`config.mk`:
```
export PLATFORM = sky130hd
export DESIGN_NAME = pm_evt_blk
export DESIGN_NICKNAME = d
export VERILOG_FILES = /design/src/rtl/pm_evt_pkg.sv /design/src/rtl/pm_addr_dec.sv /design/src/rtl/pm_timer.sv /design/src/rtl/pm_regs.sv /design/src/rtl/pm_evt_blk.sv
export SDC_FILE = /design/constraint.sdc
export NUM_CORES = 1
export LEC_CHECK = 0
export ABC_AREA = 1
export CAP_MARGIN = 20
export CORE_MARGIN = 10
export CORE_UTILIZATION = 45
export DETAILED_ROUTE_END_ITERATION = 10
export PLACE_DENSITY = 0.75
export SYNTH_ARGS = -nofsm -noshare
export SYNTH_HDL_FRONTEND = slang
export SYNTH_SLANG_ARGS = --single-unit
```
`constraint.sdc`:
```
create_clock -name clk -period 1.4 [get_ports clk]
set_clock_uncertainty 0.1 [all_clocks]
set_input_delay 0.14 -clock clk [delete_from_list [all_inputs] [get_ports clk]]
set_output_delay 0.14 -clock clk [all_outputs]
set_load 0.1 [all_outputs]
```
`src/rtl/pm_evt_pkg.sv`:
```
package pm_evt_pkg;

  localparam int ADDR_W = 10;
  localparam int DATA_W = 8;
  localparam int TMR_W  = 24;

  // offsets inside the 16-byte window
  localparam logic [3:0] OFF_STS  = 4'h0;
  localparam logic [3:0] OFF_ENA  = 4'h2;
  localparam logic [3:0] OFF_CTL  = 4'h4;
  localparam logic [3:0] OFF_CNT0 = 4'h8;
  localparam logic [3:0] OFF_CNT1 = 4'h9;
  localparam logic [3:0] OFF_CNT2 = 4'hA;

  // status bit positions
  localparam int STS_TMR = 0;
  localparam int STS_BM  = 4;
  localparam int STS_GBL = 5;
  // enable / control bit positions
  localparam int ENA_TMR = 0;
  localparam int CTL_BM  = 0;
  localparam int CTL_FW  = 2;

  typedef struct packed {
    logic tmr;
    logic bm;
    logic gbl;
  } pm_flags_t;

  // a base is usable when it lies at or above 100h
  function automatic logic base_ok(input logic [ADDR_W-1:0] b);
    return b[ADDR_W-1:ADDR_W-2] != 2'b00;
  endfunction

  function automatic logic in_window(input logic [ADDR_W-1:0] b,
                                     input logic [ADDR_W-1:0] a);
    return base_ok(b) && (a[ADDR_W-1:4] == b[ADDR_W-1:4]);
  endfunction

  // byte k of a 24-bit value
  function automatic logic [7:0] byte_sel(input logic [TMR_W-1:0] v,
                                          input int unsigned k);
    return v[8*k +: 8];
  endfunction

  // W1C with set priority
  function automatic logic flag_next(input logic cur, input logic set,
                                     input logic clr);
    return set | (cur & ~clr);
  endfunction

endpackage

```
`src/rtl/pm_addr_dec.sv`:
```
module pm_addr_dec
  import pm_evt_pkg::*;
(
  input  logic [ADDR_W-1:0] base_addr,
  input  logic [ADDR_W-1:0] io_addr,
  input  logic              io_wr,
  input  logic              io_rd,
  output logic              hit,
  output logic [3:0]        offset,
  output logic              wr_sts,
  output logic              wr_ena,
  output logic              wr_ctl,
  output logic              rd_hit
);
  always_comb begin
    hit    = in_window(base_addr, io_addr);
    offset = io_addr[3:0];
    wr_sts = io_wr && hit && (offset == OFF_STS);
    wr_ena = io_wr && hit && (offset == OFF_ENA);
    wr_ctl = io_wr && hit && (offset == OFF_CTL);
    rd_hit = io_rd && hit;
  end
endmodule

```
`src/rtl/pm_timer.sv`:
```
module pm_timer
  import pm_evt_pkg::*;
#(
  parameter int CNT_W = 24
) (
  input  logic             clk,
  input  logic             rst_n,
  input  logic             tick_en,
  output logic [TMR_W-1:0] cnt_ext,
  output logic             msb_toggle
);
  localparam int MSB = CNT_W - 1;

  logic [CNT_W-1:0] cnt, cnt_nxt;

  always_comb begin
    cnt_nxt    = tick_en ? cnt + 1'b1 : cnt;
    msb_toggle = cnt_nxt[MSB] ^ cnt[MSB];
    cnt_ext    = TMR_W'(cnt);
  end

  always_ff @(posedge clk or negedge rst_n) begin
    if (!rst_n) cnt <= '0;
    else        cnt <= cnt_nxt;
  end
endmodule

```
`src/rtl/pm_regs.sv`:
```
module pm_regs
  import pm_evt_pkg::*;
(
  input  logic              clk,
  input  logic              rst_n,
  input  logic              wr_sts,
  input  logic              wr_ena,
  input  logic              wr_ctl,
  input  logic [DATA_W-1:0] wdata,
  input  logic              msb_toggle,
  output pm_flags_t         sts,
  output logic              tmr_en,
  output logic              bm_ctrl,
  output logic              fw_rls,
  output logic              clr_bm,
  output logic              clr_gbl
);
  logic set_bm, set_gbl, clr_tmr;
  pm_flags_t sts_n;
  logic bm_ctrl_n, fw_rls_n, tmr_en_n;

  always_comb begin
    set_bm  = wr_ctl && wdata[CTL_BM];
    set_gbl = wr_ctl && wdata[CTL_FW];
    clr_tmr = wr_sts && wdata[STS_TMR];
    clr_bm  = wr_sts && wdata[STS_BM];
    clr_gbl = wr_sts && wdata[STS_GBL];

    sts_n.tmr = flag_next(sts.tmr, msb_toggle, clr_tmr);
    sts_n.bm  = flag_next(sts.bm,  set_bm,     clr_bm);
    sts_n.gbl = flag_next(sts.gbl, set_gbl,    clr_gbl);

    tmr_en_n  = wr_ena ? wdata[ENA_TMR] : tmr_en;

    if (wr_ctl)      bm_ctrl_n = wdata[CTL_BM];
    else if (clr_bm) bm_ctrl_n = 1'b0;
    else             bm_ctrl_n = bm_ctrl;

    if (wr_ctl)       fw_rls_n = wdata[CTL_FW];
    else if (clr_gbl) fw_rls_n = 1'b0;
    else              fw_rls_n = fw_rls;
  end

  always_ff @(posedge clk or negedge rst_n) begin
    if (!rst_n) begin
      sts     <= '0;
      tmr_en  <= 1'b0;
      bm_ctrl <= 1'b0;
      fw_rls  <= 1'b0;
    end else begin
      sts     <= sts_n;
      tmr_en  <= tmr_en_n;
      bm_ctrl <= bm_ctrl_n;
      fw_rls  <= fw_rls_n;
    end
  end
endmodule

```
`src/rtl/pm_evt_blk.sv`:
```
module pm_evt_blk
  import pm_evt_pkg::*;
#(
  parameter int CNT_W = 24
) (
  input  logic        clk,
  input  logic        rst_n,
  input  logic [9:0]  base_addr,
  input  logic [9:0]  io_addr,
  input  logic        io_wr,
  input  logic        io_rd,
  input  logic [7:0]  io_wdata,
  output logic [7:0]  io_rdata,
  input  logic        tick_en,
  output logic        pm_event
);
  logic             hit, rd_hit, wr_sts, wr_ena, wr_ctl;
  logic [3:0]       offset;
  logic [TMR_W-1:0] cnt_ext;
  logic             msb_toggle;
  pm_flags_t        sts;
  logic             tmr_en, bm_ctrl, fw_rls, clr_bm, clr_gbl;

  pm_addr_dec u_dec (
    .base_addr(base_addr), .io_addr(io_addr), .io_wr(io_wr), .io_rd(io_rd),
    .hit(hit), .offset(offset), .wr_sts(wr_sts), .wr_ena(wr_ena),
    .wr_ctl(wr_ctl), .rd_hit(rd_hit)
  );

  pm_timer #(.CNT_W(CNT_W)) u_tmr (
    .clk(clk), .rst_n(rst_n), .tick_en(tick_en),
    .cnt_ext(cnt_ext), .msb_toggle(msb_toggle)
  );

  pm_regs u_regs (
    .clk(clk), .rst_n(rst_n), .wr_sts(wr_sts), .wr_ena(wr_ena),
    .wr_ctl(wr_ctl), .wdata(io_wdata), .msb_toggle(msb_toggle),
    .sts(sts), .tmr_en(tmr_en), .bm_ctrl(bm_ctrl), .fw_rls(fw_rls),
    .clr_bm(clr_bm), .clr_gbl(clr_gbl)
  );

  logic [7:0] sts_byte, ena_byte, ctl_byte;

  always_comb begin
    sts_byte = '0;
    sts_byte[STS_TMR] = sts.tmr;
    sts_byte[STS_BM]  = sts.bm;
    sts_byte[STS_GBL] = sts.gbl;
    ena_byte = '0;
    ena_byte[ENA_TMR] = tmr_en;
    ctl_byte = '0;
    ctl_byte[CTL_BM]  = bm_ctrl;
    ctl_byte[CTL_FW]  = fw_rls;

    io_rdata = '0;
    if (rd_hit) begin
      unique case (offset)
        OFF_STS:  io_rdata = sts_byte;
        OFF_ENA:  io_rdata = ena_byte;
        OFF_CTL:  io_rdata = ctl_byte;
        OFF_CNT0: io_rdata = byte_sel(cnt_ext, 0);
        OFF_CNT1: io_rdata = byte_sel(cnt_ext, 1);
        OFF_CNT2: io_rdata = byte_sel(cnt_ext, 2);
        default:  io_rdata = '0;
      endcase
    end
    pm_event = tmr_en & sts.tmr;
  end
endmodule

```
# Yosys cells after proc, flatten, opt, wreduce, memory -nomap -nowiden

Cells that the tools add are included.

Register bits after elaboration: 30
Input bits: 33
Output and inout port bits: 9
Word-level logic and storage cells: 48

Add/subtract/negate cells: 1
Eq/ne operators: 6
Multiplexer cells: 7
Bitwise gates (word level): 11
Reductions and logical operators: 15

Operator list:

| cell                    | count |
|---|---|
| $pmux W8 S6             | 1 |
| $add A24 B1 Y24 const B | 1 |
| $mux W24                | 1 |
| $eq A4 B4 Y1 const B    | 3 |
| $logic_and A1 B1 Y1     | 11 |
| $mux W8                 | 1 |
| $eq A6 B6 Y1            | 1 |
| $reduce_bool A2 Y1      | 3 |
| $and A1 B1 Y1           | 4 |
| $eq A4 B2 Y1 const B    | 1 |
| $eq A4 B3 Y1 const B    | 1 |
| $logic_not A4 Y1        | 1 |
| $mux W1                 | 4 |
| $not A1 Y1              | 3 |
| $or A1 B1 Y1            | 3 |
| $xor A1 B1 Y1           | 1 |

# Depth between registers and ports, before layout

Depth in word-level cells: 8
Mapped depth: 10
Gate-level depth less buffers: 10

# Cells and area by module

Synthesis repeated with hierarchy kept, for this count alone.

Cells, all modules: 307
Area total of the unflattened synthesis: 2135.8 µm²

Modules (own cells, without submodules):

| module      | times used | cells each | area an instance (µm²) | sequential area each (µm²) |
|---|---|---|---|---|
| pm_timer    | 1          | 156        | 1321.3                 | 600.6 |
| pm_evt_blk  | 1          | 78         | 360.3                  | 0.0 |
| pm_regs     | 1          | 28         | 236.5                  | 150.1 |
| pm_addr_dec | 1          | 45         | 217.7                  | 0.0 |

# Least setup slack after synthesis

Ideal clock, no wire load.

Kind: in2out
Start: input port io_addr[7]
End: output port io_rdata[5]
Data arrival time: 2.270 ns
Required time: 1.160 ns
Path slack: -1.110 ns
Cell stages on the path: 8
Buffers on the path: 0
Cell sequence: inv_1 -> nand2_1 -> nand2_1 -> nor2_1 -> nand2_1 -> nor2_2 -> nand4_2 -> a21oi_1

Longest elaborated chain between the ends: 4

RTL lines:

| what                | line              | source |
|---|---|---|
| start: declaration  | pm_evt_blk.sv:9   | `input logic [9:0] io_addr,` |
| $eq A6 B6 Y1        | pm_evt_pkg.sv:37  | `return base_ok(b) && (a[ADDR_W-1:4] == b[ADDR_W-1:4]);` |
| $logic_and A1 B1 Y1 | pm_evt_pkg.sv:37  |  |
| $logic_and A1 B1 Y1 | pm_addr_dec.sv:21 | `rd_hit = io_rd && hit;` |
| $mux W8             | pm_evt_blk.sv:56  | `if (rd_hit) begin` |
| end: declaration    | pm_evt_blk.sv:13  | `output logic [7:0] io_rdata,` |

Every way passes these cells.

# Worst setup path after layout

Start: register u_tmr.cnt[0], in the netlist u_tmr.cnt_ext[0]
End: register u_tmr.cnt[22], in the netlist u_tmr.cnt_ext[22]

Longest elaborated chain between the ends: 1

RTL lines:

| what                     | line           | source |
|---|---|---|
| start: declaration       | pm_timer.sv:14 | `logic [CNT_W-1:0] cnt, cnt_nxt;` |
| start signal: assignment | pm_timer.sv:24 | `else cnt <= cnt_nxt;` |
| $add A24 B1 Y24          | pm_timer.sv:17 | `cnt_nxt = tick_en ? cnt + 1'b1 : cnt;` |

Every way passes these cells.
A chain may end at the register's enable or synchronous reset.

==> summary.txt <==
Route
  – DRT iter0 DRCs: roughly 270
  – Post-DRT Antenna Nets: 0
  – Post-DR wirelength/cell: 23.49 um
  – DRT Wirelength: 9914 um
  – Routed vias/inst: ~6.1
  – DRC Markers: 0
  – Vias: around 2600
  – First-pass DRT Iterations: 5

Logic synthesis
  – Proportion of synthesized area in mux cells: 0%
  – Mapped Area: 0.001876 mm2
  – Synthesized flop and latch total: 30
  – Mapped Avg Cell Area: 7.563 um2
  – Yosys warns: 0
  – Yosys cell types: 29
  – Largest family of logic cells by synthesized area: simple AND/OR/NAND/NOR gates
  – Post-synthesis simple-gate area fraction: 33.42%
  – Compound-gate portion of the synthesized area: between 6 and 7%
  – Register area share after synthesis: 40.03%
  – Synth Net Count: 282
  – Synthesized instance count: between 200 and 250
  – XOR/XNOR Fraction of Synth Area: 9.807%
  – Synth Area in Adders: less than 1%

Placed design
  – Routability cong.: 0.8869
  – PortBufs: 33
  – Final HPWL from detailed placement: approximately 4400 um
  – Placed insts: 377

GRT
  – Largest net degree at the start of global routing: 31
  – GRT overflow: 0
  – Initial antenna violation count: 0
  – First-pass GRT wire length: 12850 um
  – GRT Util Overall: 22.08%
  – Vias in the first global route: 2452

Clock network
  – Clock root cell: clkbuf_8
  – Hold Buf Count CTS: 0
  – CTS sink count: 30
  – CTS max path bufs: 2
  – CTS tree: yes
  – CTS buffer count: 5
  – Clock Latency Late Sink: 0.30 ns
  – Clock Pin Slew Worst Setup and Hold Paths: about 0.07 ns
  – CTS HTree Levels: 2

Final layout
  – Util after Layout: 91.49%
  – Number of inserted diodes: 0
  – # fillers: approximately 140
  – Finished Layout Cells: between 400 and 500
  – Commonest non-fill, non-tap cell in the layout: buf_4
  – Area grow syn2layout: 96.53%
  – Layout cells sized above 1: 57.80%
  – Post-layout nets: 405
  – Most frequent cells in the layout: 63 x buf_4, 45 x nand2_1, 28 x buf_6, 28 x dfrtp_1

Run
  – Max Cap Viol: 0

Outcome
  – Failing checks: setup timing
  – Status: finished with violations

Critical path
  – Crit-path most repeated cell: nand2_1
  – Type of the worst setup path: flop to flop
  – Max FO, Critical Path: 4
  – CP required: 1.49 ns
  – Worst path max stage delay: 0.39 ns
  – Slowest CP cell: dfrtp_1
  – Startpoint Class: flop
  – Crit end category: flop
  – Critical-path cell list: buf_6 -> ha_4 -> nand2_4 -> nor2_4 -> nand3_4 -> nor3_4 -> nand2_1 -> nand2_1 -> nand2_1
  – WP data arrival: 1.87 ns
  – Critical path origin: u_tmr.cnt_ext[0]
  – RR Startpoint: u_tmr.cnt_ext[0]

Timing
  – Slew Limit Fails: 0
  – Final setup viols: 30
  – RSZ-0062 raised after global routing: yes
  – Final hold violation count: 0
  – Fmax: 0.5616 GHz
  – Setup WS post-layout: -0.3806 ns
  – Final Cycle Share: 127.2%
  – Crit path time final: between 1.5 and 2 ns
  – Max_slew headroom: 62.59%
  – Worst-margin pin slew: roughly 0.56 ns

Min path
  – Min-Delay Path Class: input port to asynchronous set/reset pin

Power and ir drop
  – PwrDens: roughly 930 mW/mm2
  – LEAKAGE: 1.769 nW
  – VDD IR max: 0.001179 V

Floorplan
  – Top Ports: 42
  – Chip width: 84.56 um
  – Core area: 0.004029 mm2
  – Area of the die: slightly above 0.007 mm2
  – Chip Height: 84.56 um
  – Initial Util: 46.55%
  – # rows: 23
-- critical path, delay by kind of cell (launching register included) --
kind	cells	cell delay, ns
AND/OR/NAND/NOR	7	0.91
flip-flops	1	0.39
adder cells (fa/ha/maj)	1	0.15
buffers and inverters	1	0.12
-- sequential cells by signal, summed over array words and instances, names as in the netlist --
name,count
u_regs.fw_rls,1
u_tmr.cnt_ext,24
u_regs.tmr_en,1
u_regs.bm_ctrl,1
u_regs.sts,3
-- repair_timing --
action                     in CTS  in global routing
gates resized for setup       142                 59
setup endpoints to repair      30                 28
buffers inserted               28                 14
pin swaps                      46                 39
-- per-stage QoR --
| step | TNS (ns) | hold slack, ns | total power, mW | area (um2) | setup slack (ns) |
|---|---|---|---|---|---|
| after floorplan | -1.919 | -0.2556 | 1.388 | 2019 | -0.2902 |
| after global placement | -9.671 | 0.3640 | 1.802 | 2873 | -0.6039 |
| after detailed placement | -10.31 | 0.3750 | 1.831 | 2873 | -0.6251 |
| after CTS | -3.669 | 0.1177 | 3.096 | 3408 | -0.2391 |
| after global routing | -8.751 | 0.1301 | 3.492 | 3686 | -0.4617 |
| final | -7.096 | 0.1014 | 3.410 | 3686 | -0.3806 |
-- synthesized netlist by cell type, drive strengths merged --
library cell,number,area [um2]
nand2,64,250.2
inv,43,161.4
dfrtp,30,750.7
nor2,27,131.4
nand3,20,105.1
xor2,19,166.4
nand4,7,50.05
nor3,7,66.32
o21ai,7,35.03
o22ai,7,43.79
a21oi,4,20.02
a31oi,3,18.77
clkinv,2,7.510
nor4,2,12.51
xnor2,2,17.52
a211oi,1,7.510
buf,1,7.510
ha,1,12.51
nand3b,1,11.26
-- cell families after synthesis --
logic type,Yosys count
AOI/OAI and AO/OA,22
xor gates and xnor gates,21
adders and majority gates,1
buffers and inverters,46
DFF,30
and+or+nand+nor,128
-- layout make-up --
cell class	instances	area, um2	area share, %
tap	50	62.56	1.697
inverter	45	188.9	5.126
clock buffer	7	76.32	2.071
timing repair buffer	117	1162	31.53
sequential	30	753.2	20.43
clock inverter	1	30.03	0.8147
multi-input combinational	172	1413	38.32
-- worst paths after layout --
path / slack, ns / cells after the start / end
min: 0.10 / 2 / u_tmr.cnt_ext[16]
min reg2reg: 0.44 / 2 / u_regs.sts[0]
max: -0.38 / 9 / u_tmr.cnt_ext[22]
min in group clk: 0.36 / 3 / u_regs.fw_rls
max reg2reg: -0.38 / 9 / u_tmr.cnt_ext[22]
max in group asynchronous: 0.90 / 2 / u_tmr.cnt_ext[3]
-- routing by layer --
metal | wire length (um) | global-route usage (%)
met5 | 0 | 0
met2 | 4793 | 36.93
met4 | 744 | 13.92
met3 | 905 | 5.894
met1 | 3470 | 24.20
-- where the power goes --
part | internal (mW) | leakage [nW] | switching, mW
Combinational | 0.705 | 1.34 | 0.699
Sequential | 0.980 | 0.375 | 0.118
Clock | 0.533 | 0.0524 | 0.374
(Power assumes the default switching activity.)
